<file path="src/rtl/cmdch_pkg.sv">
package cmdch_pkg;
  localparam int unsigned REG_AW = 5;
  localparam int unsigned OPC_W  = 5;
  localparam int unsigned SID_W  = 4;
  localparam int unsigned NSID   = 1 << SID_W;
  localparam int unsigned ADDR_W = 16;
  localparam int unsigned NBYTES = 8;
  localparam int unsigned BC_W   = $clog2(NBYTES);
  localparam int unsigned DATA_W = 8 * NBYTES;
  localparam int unsigned STAT_W = 4;

  // command word field positions
  localparam int unsigned OPC_LSB  = 27;
  localparam int unsigned SID_LSB  = 20;
  localparam int unsigned ADDR_LSB = 4;

  localparam logic [REG_AW-1:0] OFS_CMD  = 5'h00;
  localparam logic [REG_AW-1:0] OFS_CFG  = 5'h04;
  localparam logic [REG_AW-1:0] OFS_STAT = 5'h08;
  localparam logic [REG_AW-1:0] OFS_WD0  = 5'h10;
  localparam logic [REG_AW-1:0] OFS_WD1  = 5'h14;
  localparam logic [REG_AW-1:0] OFS_RD0  = 5'h18;
  localparam logic [REG_AW-1:0] OFS_RD1  = 5'h1C;

  typedef enum logic [1:0] {K_WRITE, K_READ, K_NODATA, K_BAD} kind_e;

  typedef struct packed {
    logic drop;
    logic deny;
    logic fail;
    logic done;
  } stat_t;
endpackage

</file>
<file path="src/rtl/cmdch_lane_mask.sv">
module cmdch_lane_mask #(
  parameter int unsigned NBYTES = 8,
  localparam int unsigned BC_W = $clog2(NBYTES)
) (
  input  logic [BC_W-1:0]     bc_i,
  output logic [8*NBYTES-1:0] mask_o
);
  for (genvar g = 0; g < NBYTES; g++) begin : g_lane
    localparam logic [BC_W-1:0] LANE = BC_W'(g);
    assign mask_o[8*g +: 8] = {8{bc_i >= LANE}};
  end
endmodule

</file>
<file path="src/rtl/cmdch_decode.sv">
module cmdch_decode
  import cmdch_pkg::*;
(
  input  logic [31:0]       cmd_i,
  input  logic [NSID-1:0]   permit_i,
  output kind_e             kind_o,
  output logic              deny_o,
  output logic [OPC_W-1:0]  opc_o,
  output logic [SID_W-1:0]  sid_o,
  output logic [ADDR_W-1:0] addr_o,
  output logic [BC_W-1:0]   bc_o
);
  logic [OPC_W-1:0] opc;
  logic unused_bits;

  assign opc         = cmd_i[OPC_LSB +: OPC_W];
  assign opc_o       = opc;
  assign sid_o       = cmd_i[SID_LSB +: SID_W];
  assign deny_o      = ~permit_i[sid_o];
  assign unused_bits = ^{cmd_i[26:24], cmd_i[3]};

  always_comb begin
    unique case (opc)
      5'd0, 5'd2, 5'd14, 5'd16: kind_o = K_WRITE;
      5'd1, 5'd13, 5'd15:       kind_o = K_READ;
      5'd3, 5'd4, 5'd5, 5'd6:   kind_o = K_NODATA;
      default:                  kind_o = K_BAD;
    endcase
  end

  // non-data commands carry no address or count
  assign addr_o = (kind_o == K_NODATA) ? '0 : cmd_i[ADDR_LSB +: ADDR_W];
  assign bc_o   = (kind_o == K_NODATA) ? '0 : cmd_i[BC_W-1:0];
endmodule

</file>
<file path="src/rtl/cmdch_ctrl.sv">
module cmdch_ctrl
  import cmdch_pkg::*;
#(
  parameter int unsigned TIMEOUT_CYCLES = 5000
) (
  input  logic              clk_i,
  input  logic              rst_ni,
  input  logic              start_i,
  input  kind_e             kind_i,
  input  logic              deny_i,
  input  logic [OPC_W-1:0]  opc_i,
  input  logic [SID_W-1:0]  sid_i,
  input  logic [ADDR_W-1:0] addr_i,
  input  logic [BC_W-1:0]   bc_i,
  input  logic [DATA_W-1:0] wdata_i,
  input  logic [DATA_W-1:0] rd_mask_i,
  input  logic              rsp_valid_i,
  input  logic              rsp_err_i,
  input  logic [DATA_W-1:0] rsp_rdata_i,
  output logic              req_valid_o,
  output logic              req_write_o,
  output logic [OPC_W-1:0]  req_opc_o,
  output logic [SID_W-1:0]  req_sid_o,
  output logic [ADDR_W-1:0] req_addr_o,
  output logic [BC_W-1:0]   req_bc_o,
  output logic [DATA_W-1:0] req_wdata_o,
  output stat_t             stat_o,
  output logic [DATA_W-1:0] rdata_o
);
  localparam int unsigned CNT_W = $clog2(TIMEOUT_CYCLES + 1);
  localparam logic [CNT_W-1:0] CNT_LAST = CNT_W'(TIMEOUT_CYCLES - 1);

  logic              busy_q, is_rd_q, wr_q, drop_q, drop_now;
  logic [OPC_W-1:0]  opc_q;
  logic [SID_W-1:0]  sid_q;
  logic [ADDR_W-1:0] addr_q;
  logic [BC_W-1:0]   bc_q;
  logic [DATA_W-1:0] wdata_q, rdata_q;
  logic [CNT_W-1:0]  cnt_q;
  stat_t             stat_q;

  // a command arriving in the completing cycle is also dropped
  assign drop_now = drop_q | start_i;

  always_ff @(posedge clk_i or negedge rst_ni) begin
    if (!rst_ni) begin
      busy_q  <= 1'b0;
      is_rd_q <= 1'b0;
      wr_q    <= 1'b0;
      drop_q  <= 1'b0;
      opc_q   <= '0;
      sid_q   <= '0;
      addr_q  <= '0;
      bc_q    <= '0;
      wdata_q <= '0;
      rdata_q <= '0;
      cnt_q   <= '0;
      stat_q  <= '0;
    end else if (!busy_q) begin
      if (start_i) begin
        drop_q <= 1'b0;
        cnt_q  <= '0;
        if (kind_i == K_BAD) begin
          stat_q <= '{drop: 1'b0, deny: 1'b0, fail: 1'b1, done: 1'b1};
        end else if (deny_i) begin
          stat_q <= '{drop: 1'b0, deny: 1'b1, fail: 1'b0, done: 1'b1};
        end else begin
          stat_q  <= '0;
          busy_q  <= 1'b1;
          is_rd_q <= (kind_i == K_READ);
          wr_q    <= (kind_i == K_WRITE);
          opc_q   <= opc_i;
          sid_q   <= sid_i;
          addr_q  <= addr_i;
          bc_q    <= bc_i;
          wdata_q <= (kind_i == K_WRITE) ? wdata_i : '0;
        end
      end
    end else begin
      if (start_i) drop_q <= 1'b1;
      if (rsp_valid_i) begin
        busy_q <= 1'b0;
        stat_q <= '{drop: drop_now, deny: 1'b0, fail: rsp_err_i, done: 1'b1};
        if (is_rd_q && !rsp_err_i) rdata_q <= rsp_rdata_i & rd_mask_i;
      end else if (cnt_q == CNT_LAST) begin
        busy_q <= 1'b0;
        stat_q <= '{drop: drop_now, deny: 1'b0, fail: 1'b1, done: 1'b1};
      end else begin
        cnt_q <= cnt_q + CNT_W'(1);
      end
    end
  end

  assign req_valid_o = busy_q;
  assign req_write_o = wr_q;
  assign req_opc_o   = opc_q;
  assign req_sid_o   = sid_q;
  assign req_addr_o  = addr_q;
  assign req_bc_o    = bc_q;
  assign req_wdata_o = wdata_q;
  assign stat_o      = stat_q;
  assign rdata_o     = rdata_q;

  AST_DENY_NO_REQ: assert property (@(posedge clk_i) disable iff (!rst_ni)
    (start_i && !req_valid_o && kind_i != K_BAD && deny_i) |=> (!req_valid_o && stat_o.deny && stat_o.done));
  AST_BAD_NO_REQ: assert property (@(posedge clk_i) disable iff (!rst_ni)
    (start_i && !req_valid_o && kind_i == K_BAD) |=> (!req_valid_o && stat_o.fail && !stat_o.deny));
  AST_BUSY_HOLD: assert property (@(posedge clk_i) disable iff (!rst_ni)
    (req_valid_o && start_i && !rsp_valid_i && cnt_q != CNT_LAST) |=> (req_valid_o && $stable(req_addr_o) && $stable(req_sid_o) && $stable(req_opc_o)));
  AST_RSP_DONE: assert property (@(posedge clk_i) disable iff (!rst_ni)
    (req_valid_o && rsp_valid_i) |=> (stat_o.done && !req_valid_o));
  AST_TIMEOUT: assert property (@(posedge clk_i) disable iff (!rst_ni)
    (req_valid_o && !rsp_valid_i && cnt_q == CNT_LAST) |=> (stat_o.done && stat_o.fail && !req_valid_o));
  AST_RD_ZERO_FILL: assert property (@(posedge clk_i) disable iff (!rst_ni)
    (req_valid_o && rsp_valid_i && is_rd_q && !rsp_err_i) |=> ((rdata_o & ~rd_mask_i) == '0));
endmodule

</file>
<file path="src/rtl/cmdch_engine.sv">
module cmdch_engine
  import cmdch_pkg::*;
#(
  parameter int unsigned     TIMEOUT_CYCLES = 5000,
  parameter logic [NSID-1:0] PERMIT_RST     = '1
) (
  input  logic              clk_i,
  input  logic              rst_ni,
  input  logic              reg_we_i,
  input  logic [REG_AW-1:0] reg_addr_i,
  input  logic [31:0]       reg_wdata_i,
  output logic [31:0]       reg_rdata_o,
  output logic              req_valid_o,
  output logic              req_write_o,
  output logic [OPC_W-1:0]  req_opc_o,
  output logic [SID_W-1:0]  req_sid_o,
  output logic [ADDR_W-1:0] req_addr_o,
  output logic [BC_W-1:0]   req_bc_o,
  output logic [DATA_W-1:0] req_wdata_o,
  input  logic              rsp_valid_i,
  input  logic              rsp_err_i,
  input  logic [DATA_W-1:0] rsp_rdata_i
);
  logic [31:0]       cmd_q, wd0_q, wd1_q;
  logic [NSID-1:0]   permit_q;
  logic              cmd_hit;
  kind_e             dec_kind;
  logic              dec_deny;
  logic [OPC_W-1:0]  dec_opc;
  logic [SID_W-1:0]  dec_sid;
  logic [ADDR_W-1:0] dec_addr;
  logic [BC_W-1:0]   dec_bc;
  logic [DATA_W-1:0] wr_mask, rd_mask, rdata;
  stat_t             stat;

  assign cmd_hit = reg_we_i && (reg_addr_i == OFS_CMD);

  always_ff @(posedge clk_i or negedge rst_ni) begin
    if (!rst_ni) begin
      cmd_q    <= '0;
      wd0_q    <= '0;
      wd1_q    <= '0;
      permit_q <= PERMIT_RST;
    end else if (reg_we_i) begin
      unique case (reg_addr_i)
        OFS_CMD: if (!req_valid_o) cmd_q <= reg_wdata_i;
        OFS_CFG: permit_q <= reg_wdata_i[NSID-1:0];
        OFS_WD0: wd0_q <= reg_wdata_i;
        OFS_WD1: wd1_q <= reg_wdata_i;
        default: ;
      endcase
    end
  end

  always_comb begin
    unique case (reg_addr_i)
      OFS_CMD:  reg_rdata_o = cmd_q;
      OFS_CFG:  reg_rdata_o = {{(32-NSID){1'b0}}, permit_q};
      OFS_STAT: reg_rdata_o = {{(32-STAT_W){1'b0}}, stat};
      OFS_WD0:  reg_rdata_o = wd0_q;
      OFS_WD1:  reg_rdata_o = wd1_q;
      OFS_RD0:  reg_rdata_o = rdata[31:0];
      OFS_RD1:  reg_rdata_o = rdata[63:32];
      default:  reg_rdata_o = '0;
    endcase
  end

  cmdch_decode u_decode (
    .cmd_i    (reg_wdata_i),
    .permit_i (permit_q),
    .kind_o   (dec_kind),
    .deny_o   (dec_deny),
    .opc_o    (dec_opc),
    .sid_o    (dec_sid),
    .addr_o   (dec_addr),
    .bc_o     (dec_bc)
  );

  cmdch_lane_mask #(.NBYTES(NBYTES)) u_wr_mask (.bc_i(dec_bc),   .mask_o(wr_mask));
  cmdch_lane_mask #(.NBYTES(NBYTES)) u_rd_mask (.bc_i(req_bc_o), .mask_o(rd_mask));

  cmdch_ctrl #(.TIMEOUT_CYCLES(TIMEOUT_CYCLES)) u_ctrl (
    .clk_i       (clk_i),
    .rst_ni      (rst_ni),
    .start_i     (cmd_hit),
    .kind_i      (dec_kind),
    .deny_i      (dec_deny),
    .opc_i       (dec_opc),
    .sid_i       (dec_sid),
    .addr_i      (dec_addr),
    .bc_i        (dec_bc),
    .wdata_i     ({wd1_q, wd0_q} & wr_mask),
    .rd_mask_i   (rd_mask),
    .rsp_valid_i (rsp_valid_i),
    .rsp_err_i   (rsp_err_i),
    .rsp_rdata_i (rsp_rdata_i),
    .req_valid_o (req_valid_o),
    .req_write_o (req_write_o),
    .req_opc_o   (req_opc_o),
    .req_sid_o   (req_sid_o),
    .req_addr_o  (req_addr_o),
    .req_bc_o    (req_bc_o),
    .req_wdata_o (req_wdata_o),
    .stat_o      (stat),
    .rdata_o     (rdata)
  );

  AST_CMD_HOLD: assert property (@(posedge clk_i) disable iff (!rst_ni)
    (req_valid_o && cmd_hit) |=> $stable(cmd_q));
  AST_START_CLEAR: assert property (@(posedge clk_i) disable iff (!rst_ni)
    (cmd_hit && !req_valid_o && dec_kind != K_BAD && !dec_deny) |=> (req_valid_o && stat == '0));
endmodule

</file>
<file path="config.mk">
export PLATFORM = sky130hd
export DESIGN_NAME = cmdch_engine
export DESIGN_NICKNAME = d
export VERILOG_FILES = /design/src/rtl/cmdch_pkg.sv /design/src/rtl/cmdch_lane_mask.sv /design/src/rtl/cmdch_decode.sv /design/src/rtl/cmdch_ctrl.sv /design/src/rtl/cmdch_engine.sv
export SDC_FILE = /design/constraint.sdc
export NUM_CORES = 1
export LEC_CHECK = 0
export ABC_AREA = 0
export BUFFER_PORTS_ARGS = -buffer_cell sky130_fd_sc_hd__buf_2
export CORE_UTILIZATION = 50
export DETAILED_ROUTE_END_ITERATION = 8
export PLACE_DENSITY = 0.76
export SETUP_SLACK_MARGIN = 0.1
export SYNTH_ARGS = -nofsm -noshare
export SYNTH_HDL_FRONTEND = slang
export SYNTH_SLANG_ARGS = --single-unit
</file>
<file path="constraint.sdc">
create_clock -name clk_i -period 2.3 [get_ports clk_i]
set_input_delay 0.23 -clock clk_i [delete_from_list [all_inputs] [get_ports clk_i]]
set_output_delay 0.23 -clock clk_i [all_outputs]
set_load 0.01 [all_outputs]
</file>
# Word level (Yosys, flattened, before mapping)
# Memories as Yosys holds them, arrays and structs flattened.
# Index checks and enable logic that the tools add are counted.
# totals
mem_bits_ro,64
n_memories,1
ff_bits,289
latch_bits,0
elab_cells,95
input_bits,106
mem_bits_rw,0
# classes
eq_ne,13
add_sub_neg,1
mux,25
order_cmp,17
div_mod_pow,0
bitwise,5
shifts,0
n_reduce_logical,14
multipliers,0
# mem_list
memory,words,width,read_ports,rd_clocked_by_memory_dff,write_ports,line,text
(name not given),32,2,1,0,0,cmdch_decode.sv:23,unique case (opc)
# op_table
op,n
$pmux 32 s7,1
$and 64x64->64,2
$mux 64,1
$mux 13,4
$ge 3x3->1 const B,8
$eq 5x5->1 const B,4
$mux 4,5
$mux 16,1
$add 13x1->13 const B,1
$eq 13x13->1 const B,1
$ge 3x1->1 const B,4
$ge 3x2->1 const B,4
$mux 1,10
$reduce_and 3->1,3
$reduce_and 2->1,4
$mux 3,2
$eq 5x3->1 const B,1
$eq 5x4->1 const B,1
$logic_not 5->1,1
$lt 4x5->1 const B,1
$bmux 1 s4,1
$eq 2x2->1 const B,2
$ne 2x2->1 const B,2
$reduce_and 4->1,1
other kinds (8),10

# Logic depth before layout (Yosys ltp)
# Gate-level depths: netlist (run 1).
# logic_depth
depth_word,6
ltp_mapped,8
depth_no_buf,6

# Hierarchy
# A second synthesis (run 1) with hierarchy kept.
# unflattened
cells_unflattened,1248
hier_area_um2,14352.5
# modules_own_cells
mod,n_inst,seq_area_each_um2,cells_each,area_each_um2
cmdch_ctrl,1,4429.2,587,6861.6
cmdch_engine,1,2822.7,481,6109.6
cmdch_lane_mask,2,0.0,65,479.2
cmdch_decode,1,0.0,50,422.9

# Worst setup path after synthesis (run 1)
# No wires, ideal clock.
# synth_timing
path_type,input -> register
startpoint,input reg_wdata_i[23]
endpoint,"register u_ctrl.sid_q[2], in the netlist u_ctrl.req_sid_o[2]"
t_arrival_ps,2113
setup_slack_ps,59
stages,7
t_required_ps,2173
n_path_buf,3
cell_sequence,buf_2 -> mux4_2 -> mux4_2 -> nand4_4 -> buf_12 -> buf_12 -> mux2_1
# synth_via
elab_chain_cells,3
# synth_lines
item,line,text
start: declaration,cmdch_engine.sv:11,"input logic [31:0] reg_wdata_i,"
$bmux 1 s4,cmdch_decode.sv:19,assign deny_o = ~permit_i[sid_o];
$mux 1 (not written as such),cmdch_decode.sv:19,
$reduce_and 4->1 (no line),n/a,
end signal: assignment,cmdch_ctrl.sv:73,sid_q <= sid_i;
end: declaration,cmdch_ctrl.sv:35,logic [SID_W-1:0] sid_q;
# No other way between the ends. The select of a mux whose other input is x is not followed.
# A chain may end at the register's enable or synchronous reset.

# Final worst setup path (run 1)
# layout_timing
startpoint,register permit_q[15]
endpoint,"register u_ctrl.wr_q, in the netlist u_ctrl.req_write_o"
# layout_via
elab_chain_cells,3
# layout_lines
item,line,text
start: declaration,cmdch_engine.sv:25,logic [NSID-1:0] permit_q;
start signal: assignment,cmdch_engine.sv:47,OFS_CFG: permit_q <= reg_wdata_i[NSID-1:0];
$bmux 1 s4,cmdch_decode.sv:19,
$mux 1 (not written as such),cmdch_decode.sv:19,
$reduce_and 4->1 (no line),n/a,
end signal: assignment,cmdch_ctrl.sv:71,wr_q <= (kind_i == K_WRITE);
end: declaration,cmdch_ctrl.sv:33,"logic busy_q, is_rd_q, wr_q, drop_q, drop_now;"
# No other way between the ends. The select of a mux whose other input is x is not followed.

==> impl.org, run 1 <==
** Status
- Status :: completed

** Pwr
- Proportion of power drawn by the clock network :: 41.1%
- P_int :: 9.11 mW
- For this design the ratio of total power to cell area is 709 mW/mm^2.
- Combinational share of power :: 10.0%
- Max rail drop VDD :: 567 uV
- Net switching is 24.0% of the power.
- For this design the static power due to leakage is 8.28 nW.
- Summed over all nets, the switching power comes to approximately 2.9 mW.
- Sequential share of power :: 48.9%

** Global route
- Across every metal layer, demand over resource in global routing totals 29.7%.
- Global-route congestion overflow total :: 0
- Entering global routing, the biggest net connects 94 pins.
- Number of antenna violations at the first check in global routing :: 4
- The first global-routing pass estimated 59.9 mm of wire.
- The number of global-route vias before repair was between 10000 and 15000.

** Synth
- Mean area per synthesized cell :: 10.6 um^2
- The number of nets handed over by synthesis was 1289.
- Cell types occupying the most area after synthesis :: sky130_fd_sc_hd__dfrtp_1 (54%), sky130_fd_sc_hd__nand2_1 (10%), sky130_fd_sc_hd__mux2_2 (7.9%), sky130_fd_sc_hd__o21ai_0 (4.9%), sky130_fd_sc_hd__a22oi_1 (3.6%)
- Sequential share of the synthesized area :: 57.8%
- Number of standard cells after synthesis :: ~1200
- Number of enable-type register cells in the synthesized netlist :: 0
- Of all cell types, the one taking the most synthesized area is sky130_fd_sc_hd__dfrtp_1.
- Synth top area share :: between 50% and 60%
- The synthesized netlist occupies a cell area of 0.0126 mm^2.
- Among all flip-flop cells after synthesis, the most frequent one is sky130_fd_sc_hd__dfrtp_1.
- Synthesis instantiated 54 different standard cells from the library.
- Register bit count reported by yosys :: a little under 300
- The Yosys step of the flow raised 0 warnings.
- Of all flip-flops after synthesis, the portion carrying an async set or reset was 100%.

** Place
- The congestion estimate from routability-driven global placement came to 0.837.
- Input/output buffers :: 231
- After detailed placement, the design holds a cell count of 1706.
- Once placement finished, the instance area stood at 0.0143 mm^2.
- HPWL after detailed placement :: 24.7 mm

** Clocking
- Counting the buffers created by CTS gives 30.
- CTS max path bufs :: 3
- TritonCTS built the clock tree.
- In this run the number of H-tree levels came out at 1.
- Clock tree sinks :: ~290
- Clock Latency Late Sink :: 0.55 ns
- CTS Root Cell :: sky130_fd_sc_hd__clkbuf_16
- Clock-pin slew was measured on the worst setup and hold paths at 0.06 ns.

** Floorplanning
- Number of rows created at floorplan :: 57
- The die covers 0.0257 mm^2.
- Chip Width :: 160 um
- Top Ports :: between 200 and 250
- The initial utilization of the core area, before any placement, comes to 51.3%.
- The floorplan step set the die height to 160 um.
- The core region is 0.0245 mm^2.

** Timing
- Final critical-path required period :: 2.27 ns
- Top achievable clock speed :: 441 MHz
- For the pin with the worst max-slew slack, the measured transition is ~1.1 ns.
- Setup repair after global routing could not meet its margin everywhere.
- The number of max-slew violations in the final report is 0.
- The final hold violation count is 0.
- Final worst-path cycle share :: 98.6%
- Headroom to the max-slew limit came out at 29.3%.
- Final setup violation count :: 0
- Clk_skew :: between 0.01 and 0.015 ns

** Cells and area
- Relative to the synthesized area, the layout overhead comes to 34.8%.
- Post-route standard cell area excluding fillers :: 0.0169 mm^2
- Fraction of layout instances using a drive strength above 1 :: 35.4%
- Leaving out filler cells and counting taps, the final layout contains approximately 1900.
- Once layout is complete, the utilization of the core stands at 69.2%.
- Filler Cells Inserted :: 1743
- The final layout contains ~1600 nets.
- In the layout the commonest cells are sky130_fd_sc_hd__nand2_1 (308), sky130_fd_sc_hd__dfrtp_1 (273), sky130_fd_sc_hd__buf_2 (230).
- Leading cell type in the layout, fill and taps excluded :: sky130_fd_sc_hd__nand2_1

** Critical path
- Data required time of the critical path :: ~2.7 ns
- Counting cells, the worst reg-to-reg path comes to 6.
- The worst register-to-register path has a setup slack of between 0.03 and 0.04 ns.
- In this run the worst path has a maximum fanout of 6.
- The critical path starts at permit_q[15]$_DFFE_PN1P_.
- For the worst setup path, the data arrival time is 2.69 ns.
- The endpoint identified for the worst register-to-register timing path is u_ctrl.req_write_o$_DFFE_PN0P_.
- STA classifies the critical path endpoint as a flip-flop.
- Category of the worst setup path launch point :: flip-flop
- Reg2reg start :: permit_q[15]$_DFFE_PN1P_
- Critical path start-end classification :: reg -> reg

** Hold path
- Worst hold-check path type :: in -> reg
- Hold Path Sink :: cmd_q[28]$_DFFE_PN0P_
- Number of cells on the worst hold path :: 3
- In this run the most critical hold path is launched from reg_wdata_i[28].

** Route
- Summed over all layers, the routed wires come to approximately 40 mm.
- Number of design-rule violations left by the first detailed-router iteration :: 1326
- Detail Route Antenna Nets :: 0
- Detailed-route DRC error count :: 0
- In the final routed layout, each cell accounts on average for roughly 22 um.
- The first detailed-routing pass ran for 9 iterations.
- Number of vias per cell after detailed routing :: 5.88
- Via count :: 11020

** Job
- Max-cap violations in this run came to 0.
-- Yosys cell counts, types with 8 or more instances --
| master | instances |
|---|---|
| sky130_fd_sc_hd__dfrtp_1 | 273 |
| sky130_fd_sc_hd__a21oi_1 | 8 |
| sky130_fd_sc_hd__dfstp_2 | 16 |
| sky130_fd_sc_hd__a22o_1 | 32 |
| sky130_fd_sc_hd__nand3_1 | 28 |
| sky130_fd_sc_hd__buf_1 | 10 |
| sky130_fd_sc_hd__buf_4 | 9 |
| sky130_fd_sc_hd__nor2_1 | 24 |
| sky130_fd_sc_hd__a222oi_1 | 20 |
| sky130_fd_sc_hd__mux4_2 | 8 |
| sky130_fd_sc_hd__a22oi_1 | 60 |
| sky130_fd_sc_hd__clkbuf_1 | 60 |
| sky130_fd_sc_hd__mux2_2 | 88 |
| sky130_fd_sc_hd__o21ai_0 | 122 |
| sky130_fd_sc_hd__nand2_1 | 343 |
-- state kept, by name (all words and copies together) (netlist names), 13 cells and up --
register            cells
u_ctrl.cnt_q           13
u_ctrl.req_wdata_o     64
wd1_q                  32
permit_q               16
cmd_q                  32
wd0_q                  32
u_ctrl.req_addr_o      16
u_ctrl.rdata_o         64
-- worst max path at each step --
stage                                               to  depth (start not counted)
floorplan              u_ctrl.req_sid_o[2]$_DFFE_PN0P_                          7
global placement       u_ctrl.req_sid_o[2]$_DFFE_PN0P_                          6
detailed placement  u_ctrl.req_wdata_o[24]$_DFFE_PN0P_                          7
CTS                 u_ctrl.req_wdata_o[41]$_DFFE_PN0P_                          7
global route             u_ctrl.rdata_o[8]$_DFFE_PN0P_                          4
finish                  u_ctrl.req_write_o$_DFFE_PN0P_                          6
-- critical path: stages, from the launching register on --
cell                      delay [ns]
sky130_fd_sc_hd__dfstp_2        0.39
sky130_fd_sc_hd__mux4_2         0.48
sky130_fd_sc_hd__mux4_2         0.53
sky130_fd_sc_hd__nand4_4        0.17
sky130_fd_sc_hd__buf_6          0.15
sky130_fd_sc_hd__buf_12         0.14
sky130_fd_sc_hd__mux2_4         0.30
-- logic make-up (layout without fill, tap and decap cells) --
logic type,Yosys count,in the layout,share of synthesized area (%)
adder cells (fa/ha/maj),1,1,0.0996
multiplexers,110,110,10.8
other,0,3,0
AO/OA/AOI/OAI,257,257,13.6
flip-flops,289,289,57.8
XOR/XNOR,7,7,0.488
buffers and inverters,90,454,3.29
AND/OR/NAND/NOR,428,428,14.0
-- per-stage QoR --
step	setup TNS (ns)	hold WS, ns	power, mW	worst slack (ns)
floorplan	0	-0.0656	6.40	0.102
global placement	0	0.0989	6.90	0.0308
detailed placement	-0.468	0.106	6.96	-0.0400
CTS	0	0.00864	12.0	0.104
global route	-0.319	0.0412	12.4	-0.0491
finish	0	0.0312	12.0	0.0331
-- metal layers --
layer	vias up	part of all wire, %	track usage, %
met3	102	8.5	5.53
li1	4835	-	-
met1	5448	39	39.5
met5	-	0.020	0
met2	633	49	48.9
met4	2	3.2	10.6
-- power by group through the flow --
stage	clock network, mW	registers (mW)	logic [mW]
2_1_floorplan	0	5.83	0.569
5_1_grt	5.19	5.91	1.31
4_1_cts	4.99	5.85	1.14
6_report	4.93	5.87	1.20
3_3_place_gp	0	5.91	0.991
3_5_place_dp	0	5.93	1.03
-- layout make-up --
cell class | instances | area, um^2 | area share (%)
Sequential cell | 289 | 7250 | 42.8
Tap cell | 324 | 405 | 2.40
Timing Repair Buffer | 391 | 3020 | 17.8
Inverter | 7 | 26.3 | 0.155
Multi-Input combinational cell | 803 | 5210 | 30.8
Clock buffer | 46 | 882 | 5.21
Antenna cell | 3 | 7.51 | 0.0444
Clock inverter | 10 | 125 | 0.739
-- timing repair --
item | 4_1_cts | 5_1_grt
hold endpoints to repair | 388 | 0
setup endpoints to repair | 17 | 74
resized for setup | 1 | 133
hold buffers | 85 | 0
cloned | 0 | 13
pin swaps | 1 | 24
setup buffers | 0 | 10
(Power assumes the default switching activity.)
==> inputs of run 2 (changes only) <==
--- a/config.mk
+++ b/config.mk
@@ -8,8 +8,9 @@
 export ABC_AREA = 0
 export BUFFER_PORTS_ARGS = -buffer_cell sky130_fd_sc_hd__buf_2
 export CORE_UTILIZATION = 50
+export CTS_BUF_LIST = sky130_fd_sc_hd__clkbuf_4 sky130_fd_sc_hd__clkbuf_8 sky130_fd_sc_hd__clkbuf_16
 export DETAILED_ROUTE_END_ITERATION = 8
-export PLACE_DENSITY = 0.76
+export PLACE_DENSITY_LB_ADDON = 0.2
 export SETUP_SLACK_MARGIN = 0.1
 export SYNTH_ARGS = -nofsm -noshare
 export SYNTH_HDL_FRONTEND = slang
==> impl.org, run 2 (synthesis results as in run 1) <==
** Timing
- Top achievable clock speed :: 456 MHz (+3.5%)
- The slew of the pin with the lowest slew margin was 0.865 ns (-0.196 ns).
- Setup repair after global routing could not meet its margin everywhere.
- Final setup violation count :: 0 (unchanged)
- The final hold slack was 0.0321 ns (+0.000809 ns).
- Pins Over Slew Limit :: 0 (unchanged)
- Relative slew margins :: 42.1% (+13 points)
- Setup ws final :: 0.109 ns (+0.0759 ns)
- Clk_skew :: 0.0156 ns (+0.00510 ns)
- Final critical-path required period :: 2.19 ns (-0.0759 ns)
- The final hold violation count is 0 (unchanged).
- The final worst-path cycle share came to 95.3% (-3.3 points).

** Hold path
- Worst hold-check path type :: in -> reg
- Number of cells on the worst hold path :: 3 (unchanged)
- Startpoint of the lowest-slack hold path :: reg_wdata_i[1]

** Floorplanning
- The core box area was 0.0245 mm^2 (unchanged).
- The initial core utilization came to 51.3% (unchanged).
- The number of placement rows came to 57 (unchanged).
- The die height came to 160 um (unchanged).
- Area of the die :: 0.0257 mm^2 (unchanged)
- The number of placed I/O pins was 232 (unchanged).
- The chip width came to 160 um (unchanged).

** Pwr
- The clock network fraction of design power was 41.4% (+0.3 points).
- Total power density per cell area :: 730 mW/mm^2 (+3.1%)
- The switching fraction of total power was 24.3% (+0.34 points).
- Static Leakage :: 8.07 nW (-2.6%)
- Max rail drop VDD :: 559 uV (-1.5%)
- The net switching power figure was 2.92 mW (+1.3%).
- The proportion of power drawn by combinational gates was 9.6% (-0.4 points).
- Sequential share of power :: 49.0% (about the same)
- The cell internal power dissipation came to 9.07 mW (-0.54%).
- PnR Total Power :: 12.0 mW (about the same)

** Global route
- Overall track demand over capacity in global routing :: 29.5% (-0.24 points)
- Pin count of the biggest net entering global routing :: 65 (-31%)
- Number of antenna violations at the first check in global routing :: 1 (-3)
- The total congestion overflow after global routing came to 0 (unchanged).
- The number of global-route vias before repair was 10534 (-3.7%).
- The wire length of the first global-routing pass came to 59.0 mm (-1.4%).

** Cells and area
- Number of standard cells in the layout, taps in and fillers out :: 1855 (-0.96%)
- Antenna fix cells :: 0 (-3)
- The layout filler cell count came to 1854 (+6.4%).
- Leading cell type in the layout, fill and taps excluded :: sky130_fd_sc_hd__nand2_1
- In the layout the commonest cells are sky130_fd_sc_hd__nand2_1 (341), sky130_fd_sc_hd__dfrtp_1 (273), sky130_fd_sc_hd__buf_2 (230).
- The net count of the finished layout was 1617 (-0.74%).
- The share of cells above drive strength 1 was 31.5% (-3.9 points).
- The cell area after layout was 0.0164 mm^2 (-3.1%).
- The area growth from synthesis to layout is 30.7%.

** Route
- Average wire per standard cell :: 20.5 um (-5.0%)
- Final wirelength :: 38.0 mm (-5.9%)
- Detailed-route DRC error count :: 0 (unchanged)
- Number of vias per cell after detailed routing :: 5.65 (-4.0%)
- The number of violations reported at the end of detailed-routing iteration 0 is 944 (-29%).
- Number of detailed-routing iterations run before antenna repair :: 7 (-2)
- The count of nets left with antenna violations after detail routing came to 0 (unchanged).
- Via count :: 10481 (-4.9%)

** Clocking
- The number of CTS-inserted buffers was 31 (+3.3%).
- CTS H-tree depth :: 1 (unchanged)
- Clock Latency Late Sink :: 0.56 ns (about the same)
- Clock tree sinks :: 289 (unchanged)
- The clock input transition at the sequential cells of the worst setup and hold paths was 0.06 ns (about the same).
- The maximum clock path buffer count came to 3 (unchanged).
- CTS Root Cell :: sky130_fd_sc_hd__clkbuf_16
- Clock tree from TritonCTS :: yes

** Critical path
- STA classifies the critical path startpoint as a flip-flop.
- The most critical setup path has its startpoint at permit_q[15]$_DFFE_PN1P_.
- The worst setup path is captured at a flip-flop.
- Reg2reg start :: permit_q[15]$_DFFE_PN1P_
- Maximum fanout along the worst path :: 4 (-2)
- Cells on worst reg2reg path :: 5 (-1)
- The critical path is of the reg -> reg type.
- The data required time at the worst endpoint was 2.73 ns (about the same).
- Arrival @ worst endpoint :: 2.62 ns (-0.07 ns)

** Job
- The max-capacitance violation count is 0 (unchanged).

** Place
- The routability congestion estimate is 0.881 (+5.2%).
- HPWL after detailed placement :: 24.2 mm (-2.0%)
- The placed instance count is 1708 (+0.12%).
- Cell area after placement :: 0.0144 mm^2 (+0.37%)
- The count of buffers from port buffering came to 231 (unchanged).
- The pre-CTS setup slack came to -0.0531 ns (-0.0131 ns).

** Status
- The run finished with clean final reports.
-- run 2: cell types whose count changed in the layout (fill, tap and decap cells not counted), sizes merged --
cell / change
clkbuf: -11
diode: -3
clkinv: -2
bufinv: -1
dlygate4sd3: +3
buf: -7
clkinvlp: +3
-- run 2: repair_timing --
| item | in CTS | in global routing |
|---|---|---|
| hold buffers | 88 | 0 |
| buffers inserted | 0 | 3 |
| gates cloned | 0 | 2 |
| endpoints found under the hold margin | 229 | 0 |
| setup endpoints to repair | 27 | 49 |
| pin swaps | 1 | 0 |
| gates resized for setup | 3 | 10 |
-- run 2: routing by layer --
metal,routed length [um],track usage (%)
met1,16300,40.4
met2,18100,48.5
met3,2480,4.42
met4,1040,9.48
met5,10,0
-- run 2: cell type report --
type                       instances  area, um^2  share of cell area (%)
tap                              324         405                    2.47
multi-input combinational        803        4960                    30.2
clock inverter                    10         115                   0.702
clock buffer                      44         898                    5.48
inverter                           7        26.3                   0.160
timing repair buffer             378        2750                    16.8
sequential                       289        7250                    44.2
-- run 2: path summary, 6_finish.rpt --
path                       slack (ns)                            endpoint
max                              0.11     u_ctrl.req_opc_o[2]$_DFFE_PN0P_
min                              0.03                cmd_q[1]$_DFFE_PN0P_
max reg2reg                      0.11     u_ctrl.req_opc_o[2]$_DFFE_PN0P_
min reg2reg                      0.48    u_ctrl.req_addr_o[7]$_DFFE_PN0P_
max in group asynchronous        1.37               cmd_q[24]$_DFFE_PN0P_
min in group asynchronous        0.18  u_ctrl.req_wdata_o[28]$_DFFE_PN0P_
-- run 2: through the flow --
stage / utilization, % / setup TNS, ns
after floorplan: - / 0
after global placement: 58.8 / 0
after detailed placement: 58.8 / -0.443
after CTS: 66.6 / 0
after global routing: 67.1 / 0
final: 67.1 / 0
-- run 2: power groups by stage --
stage	logic [mW]	registers [mW]	clock network [mW]
4_1_cts	1.15	5.85	5.02
3_3_place_gp	0.994	5.92	0
2_1_floorplan	0.569	5.83	0
6_report	1.15	5.87	4.96
3_5_place_dp	1.02	5.94	0
5_1_grt	1.26	5.91	5.20
-- run 2: worst max-delay path, stage by stage (launching register included) --
cell and delay, ns:
sky130_fd_sc_hd__dfstp_2 0.39, sky130_fd_sc_hd__mux4_2 0.49, sky130_fd_sc_hd__mux4_2 0.53, sky130_fd_sc_hd__nand4_4 0.16, sky130_fd_sc_hd__clkbuf_16 0.19, sky130_fd_sc_hd__mux2_4 0.29
==> inputs of run 3 (changes only) <==
--- a/config.mk
+++ b/config.mk
@@ -6,10 +6,11 @@
 export NUM_CORES = 1
 export LEC_CHECK = 0
 export ABC_AREA = 0
-export BUFFER_PORTS_ARGS = -buffer_cell sky130_fd_sc_hd__buf_2
-export CORE_UTILIZATION = 50
+export CAP_MARGIN = 5
+export CORE_UTILIZATION = 57
 export CTS_BUF_LIST = sky130_fd_sc_hd__clkbuf_4 sky130_fd_sc_hd__clkbuf_8 sky130_fd_sc_hd__clkbuf_16
 export DETAILED_ROUTE_END_ITERATION = 8
+export DONT_BUFFER_PORTS = 1
 export PLACE_DENSITY_LB_ADDON = 0.2
 export SETUP_SLACK_MARGIN = 0.1
 export SYNTH_ARGS = -nofsm -noshare
==> impl.org, run 3 (synthesis results as in run 1) <==
** Status
- The flow ran to the end, but the final reports show violations.
- Failing checks :: negative hold slack

** Route
- Via count :: 9826 (-6.2%)
- Number of vias per cell after detailed routing :: 6.22 (+10%)
- Detailed-route DRC error count :: 0 (unchanged)
- Detail Route Antenna Nets :: 0 (unchanged)
- The number of detailed-route iterations in the first pass came to 8 (+1).
- Final wirelength :: 36.7 mm (-3.5%)
- The number of violations reported at the end of detailed-routing iteration 0 is 760 (-19%).
- Average wire per standard cell :: 23.2 um (+13%)

** Floorplanning
- The number of placed I/O pins is 232 (unchanged).
- The die height is 150 um (-6.3%).
- The chip width came to 150 um (-6.3%).
- Number of rows created at floorplan :: 53 (-7.0%)
- Starting density of the core :: 59.0% (+7.7 points)
- Core area :: 0.0213 mm^2 (-13%)
- Area of the die :: 0.0226 mm^2 (-12%)

** Global route
- The total congestion overflow after global routing was 0 (unchanged).
- Number of antenna violations at the first check in global routing :: 1 (unchanged)
- The maximum number of pins on one net before global-route repair is 290 (+350%).
- The combined global-route utilization of all metal layers came to 32.5% (+3.0 points).
- First-pass GRT wire length :: 55.8 mm (-5.5%)
- Vias in the first global route :: 9941 (-5.6%)

** Clocking
- Clock tree from TritonCTS :: yes
- Clock Latency Late Sink :: 0.55 ns (about the same)
- The clock input transition at the sequential cells of the worst setup and hold paths was 0.06 ns (about the same).
- The quantity of hold-fixing buffers added after cts is 100 (+14%).
- CTS Root Cell :: sky130_fd_sc_hd__clkbuf_16
- The maximum level of the CTS H-tree is 1 (unchanged).
- Number of clock buffers inserted by TritonCTS :: 31 (unchanged)
- CTS max path bufs :: 3 (unchanged)
- The number of clock sinks was 289 (unchanged).

** Pwr
- Net switching power :: 2.74 mW (-6.2%)
- Max rail drop VDD :: 499 uV (-11%)
- The clock network fraction of design power came to 42.7% (+1.3 points).
- Static Leakage :: 6.95 nW (-14%)
- The proportion of power drawn by flip-flops and latches is 49.4% (+0.4 points).
- The power density over the cells is 782 mW/mm^2 (+7.1%).
- Net switching fraction of the power :: 23.1% (-1.2 points)
- Combinational share of power :: 7.9% (-1.7 points)
- The cell internal power dissipation came to 9.11 mW (+0.51%).

** Cells and area
- Leaving out fill and tap cells, the most frequent cells in the layout are sky130_fd_sc_hd__nand2_1 (341), sky130_fd_sc_hd__dfrtp_1 (273), sky130_fd_sc_hd__o21ai_0 (122).
- The net count of the finished layout was 1389 (-14%).
- Area growth from synthesis to final layout :: 20.7%
- Final Util :: 71.2% (+4.1 points)
- The area occupied by registers is 0.00725 mm^2 (unchanged).
- Filler Cells Inserted :: 1533 (-17%)
- Leading cell type in the layout, fill and taps excluded :: sky130_fd_sc_hd__nand2_1
- Number of standard cells in the layout, taps in and fillers out :: 1581 (-15%)
- Fraction of layout instances using a drive strength above 1 :: 18.4% (-13 points)
- Multi-input gate area in the final layout :: 0.00495 mm^2 (about the same)

** Critical path
- By startpoint and endpoint, the worst setup path is classified as reg -> reg.
- The cell count of the worst reg-to-reg path came to 4 (-1).
- Cell type group with the largest total delay on the critical path :: simple AND/OR/NAND/NOR gates
- CP max stage cell :: sky130_fd_sc_hd__nor2_1
- Highest cell delay on the worst timing path :: 0.84 ns (+0.31 ns)
- Maximum fanout along the worst path :: 17 (+13)
- The worst setup path is captured at a flip-flop.
- Buffers plus inverters on the worst setup path :: 1 (unchanged)
- The instance count on the critical path came to 4 (-1).
- The endpoint arrival time on the critical path came to 2.68 ns (+0.06 ns).
- List of cells traversed by the critical path :: buf_4 > nand4b_1 > nor2_1 > a22o_1
- The worst setup path is launched from a flip-flop.
- The data required time at the worst endpoint came to 2.78 ns (+0.05 ns).

** Timing
- Top achievable clock speed :: 455 MHz (-0.26%)
- Setup repair after global routing could not meet its margin everywhere.
- The slew of the pin with the lowest slew margin is 0.942 ns (+0.0778 ns).
- The final hold violation count came to 291 (+291).
- The final hold slack is -0.617 ns (-0.649 ns).
- Clk_skew :: 0.00660 ns (-0.00905 ns)
- Final critical-path required period :: 2.20 ns (+0.00565 ns)
- The number of max-slew violations in the final report came to 0 (unchanged).
- Final setup violation count :: 0 (unchanged)
- The final worst-path cycle share came to 95.5% (+0.25 points).
- Relative slew margins :: 37.2% (-5.0 points)
- Setup ws final :: 0.103 ns (-0.00565 ns)
- Summed negative setup slack over all endpoints :: 0 ns (unchanged)

** Place
- Weighted congestion reported at the end of routability-driven placement :: 0.843 (-4.3%)
- HPWL after detailed placement :: 22.5 mm (-6.8%)
- Input/output buffers :: 0 (-100%)
- The placed instance count came to 1417 (-17%).
- Worst setup slack before clock tree synthesis :: 0.0756 ns (+0.129 ns)

** Job
- The max-capacitance violation count is 0 (unchanged).

** Hold path
- The worst hold path belongs to the class in -> async.
[run 3: cell count changes in the layout (fill, tap and decap cells not counted), moves of 2 or more]
cell	delta
sky130_fd_sc_hd__buf_2	-230
sky130_fd_sc_hd__dlygate4sd3_1	+12
sky130_fd_sc_hd__buf_12	-8
sky130_fd_sc_hd__clkbuf_8	+4
sky130_fd_sc_hd__clkinv_2	+2
sky130_fd_sc_hd__clkinv_4	-2
sky130_fd_sc_hd__clkinvlp_4	-2
[run 3: path summary, 6_finish.rpt]
path / startpoint / endpoint / slack (ns)
max: u_ctrl.req_valid_o$_DFF_PN0_ / u_ctrl.rdata_o[11]$_DFFE_PN0P_ / 0.10
max reg2reg: u_ctrl.req_valid_o$_DFF_PN0_ / u_ctrl.rdata_o[11]$_DFFE_PN0P_ / 0.10
min in group clk_i: reg_wdata_i[22] / cmd_q[22]$_DFFE_PN0P_ / -0.21
max in group asynchronous: rst_ni / permit_q[13]$_DFFE_PN1P_ / 2.58
min reg2reg: cmd_q[17]$_DFFE_PN0P_ / cmd_q[17]$_DFFE_PN0P_ / 0.48
min: rst_ni / u_ctrl.req_wdata_o[31]$_DFFE_PN0P_ / -0.62
[run 3: power groups by stage]
stage          clock network [mW]  registers, mW  logic, mW
6_report                     5.06           5.85      0.941
5_1_grt                      5.31           5.89       1.02
4_1_cts                      5.09           5.83      0.935
3_5_place_dp                    0           5.92      0.743
3_3_place_gp                    0           5.90      0.718
2_1_floorplan                   0           5.83      0.569
[run 3: worst register-to-register path, stage by stage, from the launching register on]
cell and delay [ns]:
sky130_fd_sc_hd__dfrtp_1 0.37, sky130_fd_sc_hd__buf_4 0.24, sky130_fd_sc_hd__nand4b_1 0.43, sky130_fd_sc_hd__nor2_1 0.84, sky130_fd_sc_hd__a22o_1 0.25
[run 3: area by class of cell]
cell class              count  area share, %
clock inverters             9          0.686
repair buffers            150           10.0
diodes                      1         0.0165
inverters                   7          0.173
well taps                 275           2.27
multi-input cells         803           32.7
flip-flops and latches    289           47.9
clock buffers              47           6.24
[run 3: what timing repair did]
item	4_1_cts	5_1_grt
buffers inserted	2	4
resized for setup	2	4
endpoints found under the setup margin	24	67
gates cloned	0	1
endpoints found under the hold margin	495	291
[run 3: metrics by stage]
| stage | instance area, um^2 | total power [mW] |
|---|---|---|
| 3_3_place_gp | 13000 | 6.62 |
| 6_report | 15100 | 11.8 |
| 5_1_grt | 15100 | 12.2 |
| 2_1_floorplan | 12600 | 6.40 |
| 4_1_cts | 15100 | 11.9 |
| 3_5_place_dp | 13000 | 6.66 |
[run 3: metal layers]
metal  vias to the layer above  routed length [um]  GRT usage [%]
li1                       4347                   -              -
met1                      4929               14900           42.2
met2                       469               17600           53.7
met3                        81                3170           7.67
met4                         0                1080           10.8
met5                         -                   0              0
